===== src/rtl/lsu_lane_pkg.sv =====
package lsu_lane_pkg;

    localparam int unsigned LANES  = 4;
    localparam int unsigned BYTE_W = 8;
    localparam int unsigned WORD_W = LANES * BYTE_W;
    localparam int unsigned OFS_W  = $clog2(LANES);
    localparam int unsigned SPAN_W = OFS_W + 1;

    typedef enum logic [1:0] {
        SZ_BYTE = 2'd0,
        SZ_HALF = 2'd1,
        SZ_WORD = 2'd2,
        SZ_WIDE = 2'd3
    } acc_size_e;

    typedef logic [OFS_W-1:0]  lane_idx_t;
    typedef logic [SPAN_W-1:0] span_t;
    typedef logic [WORD_W-1:0] word_t;
    typedef logic [BYTE_W-1:0] byte_t;

    typedef struct packed {
        logic      valid;
        logic      unsgn;
        logic      misal;
        lane_idx_t lo;
        span_t     span;
    } ld_ctrl_t;

    // number of lanes an access of the given size covers
    function automatic span_t span_of(acc_size_e sz);
        case (sz)
            SZ_BYTE: return span_t'(1);
            SZ_HALF: return span_t'(2);
            default: return span_t'(LANES);
        endcase
    endfunction

    // offset must be a multiple of the span
    function automatic logic is_misaligned(span_t span, lane_idx_t ofs);
        lane_idx_t mask;
        mask = lane_idx_t'(span - span_t'(1));
        return (ofs & mask) != '0;
    endfunction

    // lowest lane occupied by an aligned access
    function automatic lane_idx_t low_lane(logic big, span_t span, lane_idx_t ofs);
        if (!big) begin
            return ofs;
        end
        return lane_idx_t'(span_t'(LANES) - span - {1'b0, ofs});
    endfunction

endpackage


===== src/rtl/lsu_lane_plan.sv =====
module lsu_lane_plan
    import lsu_lane_pkg::*;
(
    input  logic      big,
    input  acc_size_e size,
    input  lane_idx_t ofs,
    output span_t     span,
    output lane_idx_t lo,
    output logic      misal
);

    always_comb begin
        span  = span_of(size);
        misal = is_misaligned(span, ofs);
        lo    = misal ? '0 : low_lane(big, span, ofs);
    end

endmodule


===== src/rtl/lsu_store_pack.sv =====
module lsu_store_pack
    import lsu_lane_pkg::*;
(
    input  logic             clk,
    input  logic             rst,
    input  logic             active,
    input  lane_idx_t        lo,
    input  span_t            span,
    input  word_t            src,
    output logic [LANES-1:0] be,
    output word_t            wdata
);

    logic [LANES-1:0][BYTE_W-1:0] src_v;
    assign src_v = src;

    for (genvar i = 0; i < LANES; i++) begin : g_lane
        logic      hit;
        lane_idx_t rel;
        assign rel = lane_idx_t'(i) - lo;
        assign hit = active
                     && (span_t'(i) >= {1'b0, lo})
                     && (span_t'(i) <  ({1'b0, lo} + span));
        assign be[i] = hit;
        assign wdata[i*BYTE_W +: BYTE_W] = hit ? src_v[rel] : '0;
    end

    assert_be_count_R2: assert property (@(posedge clk) disable iff (rst)
        active |-> ($countones(be) == int'(span)));

    assert_be_quiet_R6: assert property (@(posedge clk) disable iff (rst)
        !active |-> (be == '0 && wdata == '0));

endmodule


===== src/rtl/lsu_load_extract.sv =====
module lsu_load_extract
    import lsu_lane_pkg::*;
(
    input  logic     clk,
    input  logic     rst,
    input  ld_ctrl_t ctrl,
    input  word_t    rdata,
    output word_t    result
);

    logic [LANES-1:0][BYTE_W-1:0] rd_v;
    logic [LANES-1:0][BYTE_W-1:0] res_v;
    lane_idx_t                    top_lane;
    logic                         fill;
    logic                         live;

    assign rd_v     = rdata;
    assign top_lane = lane_idx_t'({1'b0, ctrl.lo} + ctrl.span - span_t'(1));
    assign fill     = rd_v[top_lane][BYTE_W-1] & ~ctrl.unsgn;
    assign live     = ctrl.valid & ~ctrl.misal;

    for (genvar k = 0; k < LANES; k++) begin : g_byte
        always_comb begin
            if (!live) begin
                res_v[k] = '0;
            end else if (span_t'(k) < ctrl.span) begin
                res_v[k] = rd_v[lane_idx_t'(ctrl.lo + lane_idx_t'(k))];
            end else begin
                res_v[k] = {BYTE_W{fill}};
            end
        end
    end

    assign result = res_v;

    assert_zero_fill_R9: assert property (@(posedge clk) disable iff (rst)
        (live && ctrl.unsgn && ctrl.span == span_t'(1)) |-> (result[WORD_W-1:BYTE_W] == '0));

    assert_misal_zero_R11: assert property (@(posedge clk) disable iff (rst)
        (ctrl.valid && ctrl.misal) |-> (result == '0));

endmodule


===== src/rtl/lsu_lane_unit.sv =====
module lsu_lane_unit
    import lsu_lane_pkg::*;
(
    input  logic              clk,
    input  logic              rst,
    input  logic              cfg_big_endian,
    input  logic              req_valid,
    input  logic              req_is_store,
    input  logic [1:0]        req_size,
    input  logic              req_unsigned,
    input  logic [OFS_W-1:0]  req_addr_lo,
    input  logic [WORD_W-1:0] req_wdata,
    output logic [WORD_W-1:0] mem_wdata,
    output logic [LANES-1:0]  mem_be,
    output logic              misalign,
    input  logic [WORD_W-1:0] mem_rdata,
    output logic              ld_valid,
    output logic [WORD_W-1:0] ld_data
);

    logic      big_q;
    span_t     span;
    lane_idx_t lo;
    logic      plan_misal;
    logic      st_active;
    ld_ctrl_t  ctrl_d;
    ld_ctrl_t  ctrl_q;

    always_ff @(posedge clk) begin
        if (rst) begin
            big_q <= cfg_big_endian;
        end
    end

    lsu_lane_plan plan_i (
        .big   (big_q),
        .size  (acc_size_e'(req_size)),
        .ofs   (req_addr_lo),
        .span  (span),
        .lo    (lo),
        .misal (plan_misal)
    );

    assign misalign  = req_valid & plan_misal;
    assign st_active = req_valid & req_is_store & ~plan_misal;

    lsu_store_pack store_i (
        .clk    (clk),
        .rst    (rst),
        .active (st_active),
        .lo     (lo),
        .span   (span),
        .src    (req_wdata),
        .be     (mem_be),
        .wdata  (mem_wdata)
    );

    always_comb begin
        ctrl_d.valid = req_valid & ~req_is_store;
        ctrl_d.unsgn = req_unsigned;
        ctrl_d.misal = plan_misal;
        ctrl_d.lo    = lo;
        ctrl_d.span  = span;
    end

    always_ff @(posedge clk) begin
        if (rst) begin
            ctrl_q <= '0;
        end else begin
            ctrl_q <= ctrl_d;
        end
    end

    assign ld_valid = ctrl_q.valid;

    lsu_load_extract load_i (
        .clk    (clk),
        .rst    (rst),
        .ctrl   (ctrl_q),
        .rdata  (mem_rdata),
        .result (ld_data)
    );

    assert_ld_follows_req_R7: assert property (@(posedge clk) disable iff (rst)
        ld_valid |-> $past(req_valid && !req_is_store));

    assert_misal_store_R6: assert property (@(posedge clk) disable iff (rst)
        (req_valid && req_is_store && misalign) |-> (mem_be == '0 && mem_wdata == '0));

    assert_byte_never_misal_R5: assert property (@(posedge clk) disable iff (rst)
        (req_valid && req_size == 2'b00) |-> !misalign);

    assert_idle_quiet_R12: assert property (@(posedge clk) disable iff (rst)
        !ld_valid |-> (ld_data == '0));

endmodule


===== config.mk =====
export PLATFORM = sky130hd
export DESIGN_NAME = lsu_lane_unit
export DESIGN_NICKNAME = d
export VERILOG_FILES = /design/src/rtl/lsu_lane_pkg.sv /design/src/rtl/lsu_lane_plan.sv /design/src/rtl/lsu_store_pack.sv /design/src/rtl/lsu_load_extract.sv /design/src/rtl/lsu_lane_unit.sv
export SDC_FILE = /design/constraint.sdc
export NUM_CORES = 1
export LEC_CHECK = 0
export BUFFER_PORTS_ARGS = -buffer_cell sky130_fd_sc_hd__buf_2
export CAP_MARGIN = 5
export CORE_ASPECT_RATIO = 1.2
export CORE_UTILIZATION = 35
export CTS_CLUSTER_SIZE = 10
export DETAILED_ROUTE_END_ITERATION = 10
export GPL_TIMING_DRIVEN = 0
export PLACE_DENSITY = 0.65
export SYNTH_ARGS = -nofsm -noshare
export SYNTH_HDL_FRONTEND = slang
export SYNTH_SLANG_ARGS = --single-unit

===== constraint.sdc =====
create_clock -name clk -period 8.27 [get_ports clk]
set_input_delay 0.827 -clock clk [delete_from_list [all_inputs] [get_ports clk]]
set_output_delay 0.827 -clock clk [all_outputs]
set_load 0.02 [all_outputs]

Yosys cells after proc, flatten, opt, wreduce, memory -nomap -nowiden:

Cells that the tools add are included.

* multiply operators: 0
* add/sub/neg operators: 13
* muxes and demuxes: 33
* equal/unequal tests: 1
* reductions and logical operators: 9
* $lt $le $gt $ge: 20
* shift operators: 0
* bitwise logic cells: 11
* divide/modulo/power cells: 0

Operators by type and width (count)
* 8-bit 2-to-1 mux: 21
* 8-bit binary-select mux with 2-bit select: 9
* 2-bit by 3-bit < comparator with 1-bit output (second input constant): 9
* 1-bit by 3-bit < comparator with 1-bit output (first input constant): 4
* 2-bit by 3-bit < comparator with 1-bit output (first input constant): 4
* 1-bit logical AND: 7
* 1-bit AND: 6
* 3-bit case mux with 2 select lines: 1
* 1-bit by 2-bit subtractor with 2-bit output (first input constant): 3
* 2-bit adder (second input constant): 2
* 1-bit by 2-bit greater-or-equal comparator with 1-bit output (first input constant): 2
* 2-bit 2-to-1 mux: 2
* 1-bit inverter: 4
* 2-bit by 1-bit subtractor with 2-bit output (second input constant): 2
* 2-bit subtractor (first input constant): 2
* 2-bit by 3-bit adder with 3-bit output: 1
* 2-bit by 1-bit adder with 2-bit output (second input constant): 1
* 2-bit adder: 1
* 2-bit AND: 1
* 2-bit by 1-bit equality test with 1-bit output (second input constant): 1
* 2-bit greater-or-equal comparator (first input constant): 1
* 2-bit zero test: 1
* 2-bit nonzero test: 1
* 2-bit subtractor: 1

* input port bits: 74
* bits in latches: 0
* logic and storage cells: 93
* memory bits (writable): 0
* ROM bits: 0
* register bits: 9
* memories kept: 0

Depth between registers and ports, before layout:

* depth in word-level cells: 10
* depth in mapped cells: 15
* gate-level depth less buffers: 12

Cells and area by module:

Synthesis repeated with hierarchy kept, for this count alone.

* cell total of the unflattened synthesis: 274
* area total of the unflattened synthesis: 3050.4 sq um

By module, submodules not included
* lsu_store_pack: cells an instance 106, area each 1338.8 sq um, instances 1, seq. area each 0.0 sq um
* lsu_load_extract: cells an instance 131, area each 1315.0 sq um, instances 1, seq. area each 0.0 sq um
* lsu_lane_unit: cells an instance 19, area each 261.5 sq um, instances 1, seq. area each 190.2 sq um
* lsu_lane_plan: cells an instance 18, area each 135.1 sq um, instances 1, seq. area each 0.0 sq um

Worst setup path after synthesis:

OpenSTA, ideal clock, no wires.

* kind: in2out
* from: input req_size[0]
* to: output mem_wdata[16]
* slack: 3.406 ns
* arrival: 4.037 ns
* stages: 13
* cells stage by stage: or2_2 ha_1 nand2b_1 mux2i_1 mux2i_2 buf_2 xor2_1 ha_1 and2_1 a31o_2 a211oi_4 o211ai_2 a211oi_1

* cells in the longest elaborated chain, start to end: 10

Ends and longest elaborated chain
* start: declaration: line lsu_lane_unit.sv:9 `input logic [1:0] req_size,`
* 2-bit by 1-bit equality test with 1-bit output or 2-bit zero test (tied branches): line lsu_lane_pkg.sv:31 `case (sz)`
* 3-bit case mux with 2 select lines (*): line lsu_lane_pkg.sv:31
* 1-bit by 2-bit subtractor with 2-bit output or 2-bit by 1-bit subtractor with 2-bit output (tied branches): line lsu_lane_pkg.sv:50, lsu_lane_pkg.sv:41
* 2-bit subtractor or 2-bit AND (tied branches): line lsu_lane_pkg.sv:50, lsu_lane_pkg.sv:42
* 2-bit 2-to-1 mux or 2-bit nonzero test (tied branches): line lsu_lane_pkg.sv:50, lsu_lane_pkg.sv:42
* 2-bit 2-to-1 mux or 1-bit inverter (tied branches): line lsu_lane_plan.sv:15, lsu_lane_unit.sv:45
* 2-bit by 3-bit adder with 3-bit output (tied with other cells): line lsu_store_pack.sv:23 `&& (span_t'(i) < ({1'b0, lo} + span));`
* 2-bit by 3-bit < comparator with 1-bit output (tied with other cells): line lsu_store_pack.sv:23
* 1-bit logical AND or 8-bit 2-to-1 mux (tied branches): line lsu_store_pack.sv:23, lsu_store_pack.sv:25
* 8-bit 2-to-1 mux (*): line lsu_store_pack.sv:25 `assign wdata[i*BYTE_W +: BYTE_W] = hit ? src_v[rel] : '0;`
* end: declaration: line lsu_lane_unit.sv:13 `output logic [WORD_W-1:0] mem_wdata,`

Mark *: on every way between the ends. The rest lies on a longest branch, timed or not. The select of a mux whose other input is x is not followed.

Worst setup path in the final report:

Ends and elaborated chain as after synthesis.

==> results.sh <==
export IMPL_status="completed"
export IMPL_fin_skew_ps=3.14
export IMPL_route_vias_total=2958
export IMPL_grtUsageTotal_pct=21.4
export IMPL_routabilityCongestion=0.907
export IMPL_vdd_ir_drop_worst_mv=0.0435
export IMPL_syn_inst=306
export IMPL_drc=0
export IMPL_dieArea_mm2=0.00800
export IMPL_drtIter0Drc=116
export IMPL_yosysMostFrequentCell="nor2_1"
export IMPL_postRouteAntennaNets=0
export IMPL_row_count=34
export IMPL_coreArea_mm2=0.00732
export IMPL_ioPinCount=144
export IMPL_fin_setup_tns_ps=0
export IMPL_worst_path_max_delay_cell="mux2i_2"
export IMPL_endpoint_kind="output port"
export IMPL_wl_per_cell_um=16.0
export IMPL_worst_pin_slew_ps=792
export IMPL_clkTransAtPathRegs_ps=40
export IMPL_fin_ws_ps=2970
export IMPL_nets=537
export IMPL_async_flop_share_pct=0
export IMPL_syn2layout_area_growth_pct=32.6
export IMPL_critPathMaxFanout=11
export IMPL_register_area_um2=190
export IMPL_dp_hpwl_mm=6.95
export IMPL_synth_area_leader_cell="mux4_2"
export IMPL_vias_per_cell=5.45
export IMPL_grt_max_degree=13
export IMPL_maxCapViolCount=0
export IMPL_cts_setup_buffers=0
export IMPL_period_needed_ps=5300
export IMPL_crit_path_frequent_cell="buf_2"
export IMPL_dp_slack_ps=2920
export IMPL_diodes=0
export IMPL_synth_main_ff_cell="dfxtp_1"
export IMPL_worstSetupPathType="primary input to output port"
export IMPL_cts_buffers=3
export IMPL_ys_seq_area_share_pct=7.11
export IMPL_timing_fmax_mhz=189
export IMPL_ctsResizeCount=0
export IMPL_syn_nets=389
export IMPL_grt_pass1_vias=2787
export IMPL_io_buffers=143
export IMPL_die_h_um=97.8
export IMPL_cts_root_buf="clkbuf_8"
export IMPL_yosys_top_cells_area="mux4_2 28%, a21oi_1 7.5%, nor2_1 7.2%"
export IMPL_crit_path_cell_trace="buf_2 -> or2_2 -> ha_1 -> nand2b_1 -> mux2i_1 -> mux2i_2 -> buf_2 -> xor2_1 -> ha_1 -> and2_1 -> a31o_2 -> a211oi_4 -> o211ai_2 -> a211oi_1 -> buf_2"
export IMPL_ys_seq_elements=9
export IMPL_final_max_slew_viol_count=0
export IMPL_syn_area_per_cell_um2=8.75
export IMPL_syn_area_mm2=0.00268
export IMPL_insertion_delay_ps=220
export IMPL_wl_mm=8.66
export IMPL_initial_core_util_pct=36.6
export IMPL_cts_sinks=9
export IMPL_critPathRequiredTime_ps=7440
export IMPL_drive_gt1_share_pct=49.4
export IMPL_relSlewSlack_pct=47.1
export IMPL_rrSetupSlack_ps=6560
export IMPL_synth_enable_flop_cells=1
export IMPL_hold_buffers=0
export IMPL_power_per_cell_area_mw_per_mm2=89.6
export IMPL_cts_tree="built"
export IMPL_multiInputGateArea_mm2=0.00223
export IMPL_grt_overflow_total=0
export IMPL_hold_class="primary input to flop"
export IMPL_slowest_delay_ps=490
export IMPL_hold_viol_final=0
export IMPL_antenna_found_initial=0
export IMPL_cts_buffer_depth=2
export IMPL_finish_utilization_pct=48.5
export IMPL_arrival_ps=4480
export IMPL_die_x_um=81.8
export IMPL_setup_violations=0
export IMPL_dr_pass1_iters=5
export IMPL_power_uw=318
export IMPL_ys_types=43
export IMPL_leakagePower_nw=1.75
export IMPL_worst_setup_path_start_kind="primary input"
export IMPL_rsz0062_at_grt="false"
export IMPL_grt_first_pass_wirelength_mm=13.6
export IMPL_synth_common_cells="51 x nor2_1, 40 x a21oi_1, 33 x mux4_2, 26 x inv_1, 24 x a211oi_1"
export IMPL_synth_top_area_share_pct=27.8
export IMPL_ys_warn_count=0
export IMPL_min_period_over_period_pct=64.1
export IMPL_htree_levels=1
export IMPL_fill_cells=746
==> layout make-up <==
type                            instances  share of cell area [%]
Inverter                               27                    2.86
Tap cell                               90                    3.17
Timing Repair Buffer                  143                    20.2
Multi-Input combinational cell        242                    62.8
Clock buffer                            4                    1.27
Buffer                                 28                    4.41
Sequential cell                         9                    5.36
==> sequential cells by signal, summed over array words and instances (netlist names) <==
register / cells
big_q: 1
ctrl_q: 7
ld_valid: 1
==> metal layers <==
metal	wire (µm)	GRT usage [%]	vias up	share of wire [%]
li1	-	-	1423	-
met1	3470	26.7	1376	40
met3	670	1.87	6	7.7
met4	46	3.51	0	0.53
met2	4480	39.4	153	52
met5	0	0	-	0
==> per-stage QoR <==
step	cells	area [µm²]	hold WS, ps
floorplan	306	2680	899
global placement	539	3500	1010
detailed placement	539	3500	1010
CTS	543	3550	775
global route	543	3550	782
finish	543	3550	780
==> critical path, delay by kind of cell <==
family                     cells  cell delay [ps]
adders and majority gates      2              450
muxes                          2              690
and+or+nand+nor                3              640
buffers and inverters          3              650
xor gates and xnor gates       1              100
AOI/OAI and AO/OA              4             1140
==> logic make-up after synthesis <==
group | synth area share, %
and+or+nand+nor | 15.1
AOI/OAI and AO/OA | 21.0
muxes | 41.7
buffers and inverters | 9.63
adders and majority gates | 4.21
DFF | 7.11
xor gates and xnor gates | 1.17
==> where the power goes <==
part / leakage, nW / internal [mW] / total (mW) / switching (mW)
Combinational: 1.65 / 0.0957 / 0.222 / 0.126
Clock: 0.0228 / 0.0334 / 0.0480 / 0.0147
Sequential: 0.0759 / 0.0470 / 0.0485 / 0.00153
==> layout by cell type (no fill, tap or decap), types with 7 or more instances in the layout <==
cell      instances
a211oi_1         24
a21oi_1          40
buf_2           151
clkbuf_1          9
dfxtp_1           8
ha_1              9
inv_1            26
mux2_2           13
mux2i_1          18
mux4_2           33
nand2_1          11
nor2_1           51
or2_0             7
==> path summary, 6_finish.rpt <==
| kind | cells past startpoint | to | from |
|---|---|---|---|
| setup / recovery | 15 | mem_wdata[16] | req_size[0] |
| hold / removal | 1 | big_q | cfg_big_endian |
| setup reg to reg | 5 | ctrl_q[4] | big_q |
| hold reg to reg | 5 | ctrl_q[4] | big_q |
Note: power is estimated with default switching activity, not from simulation.
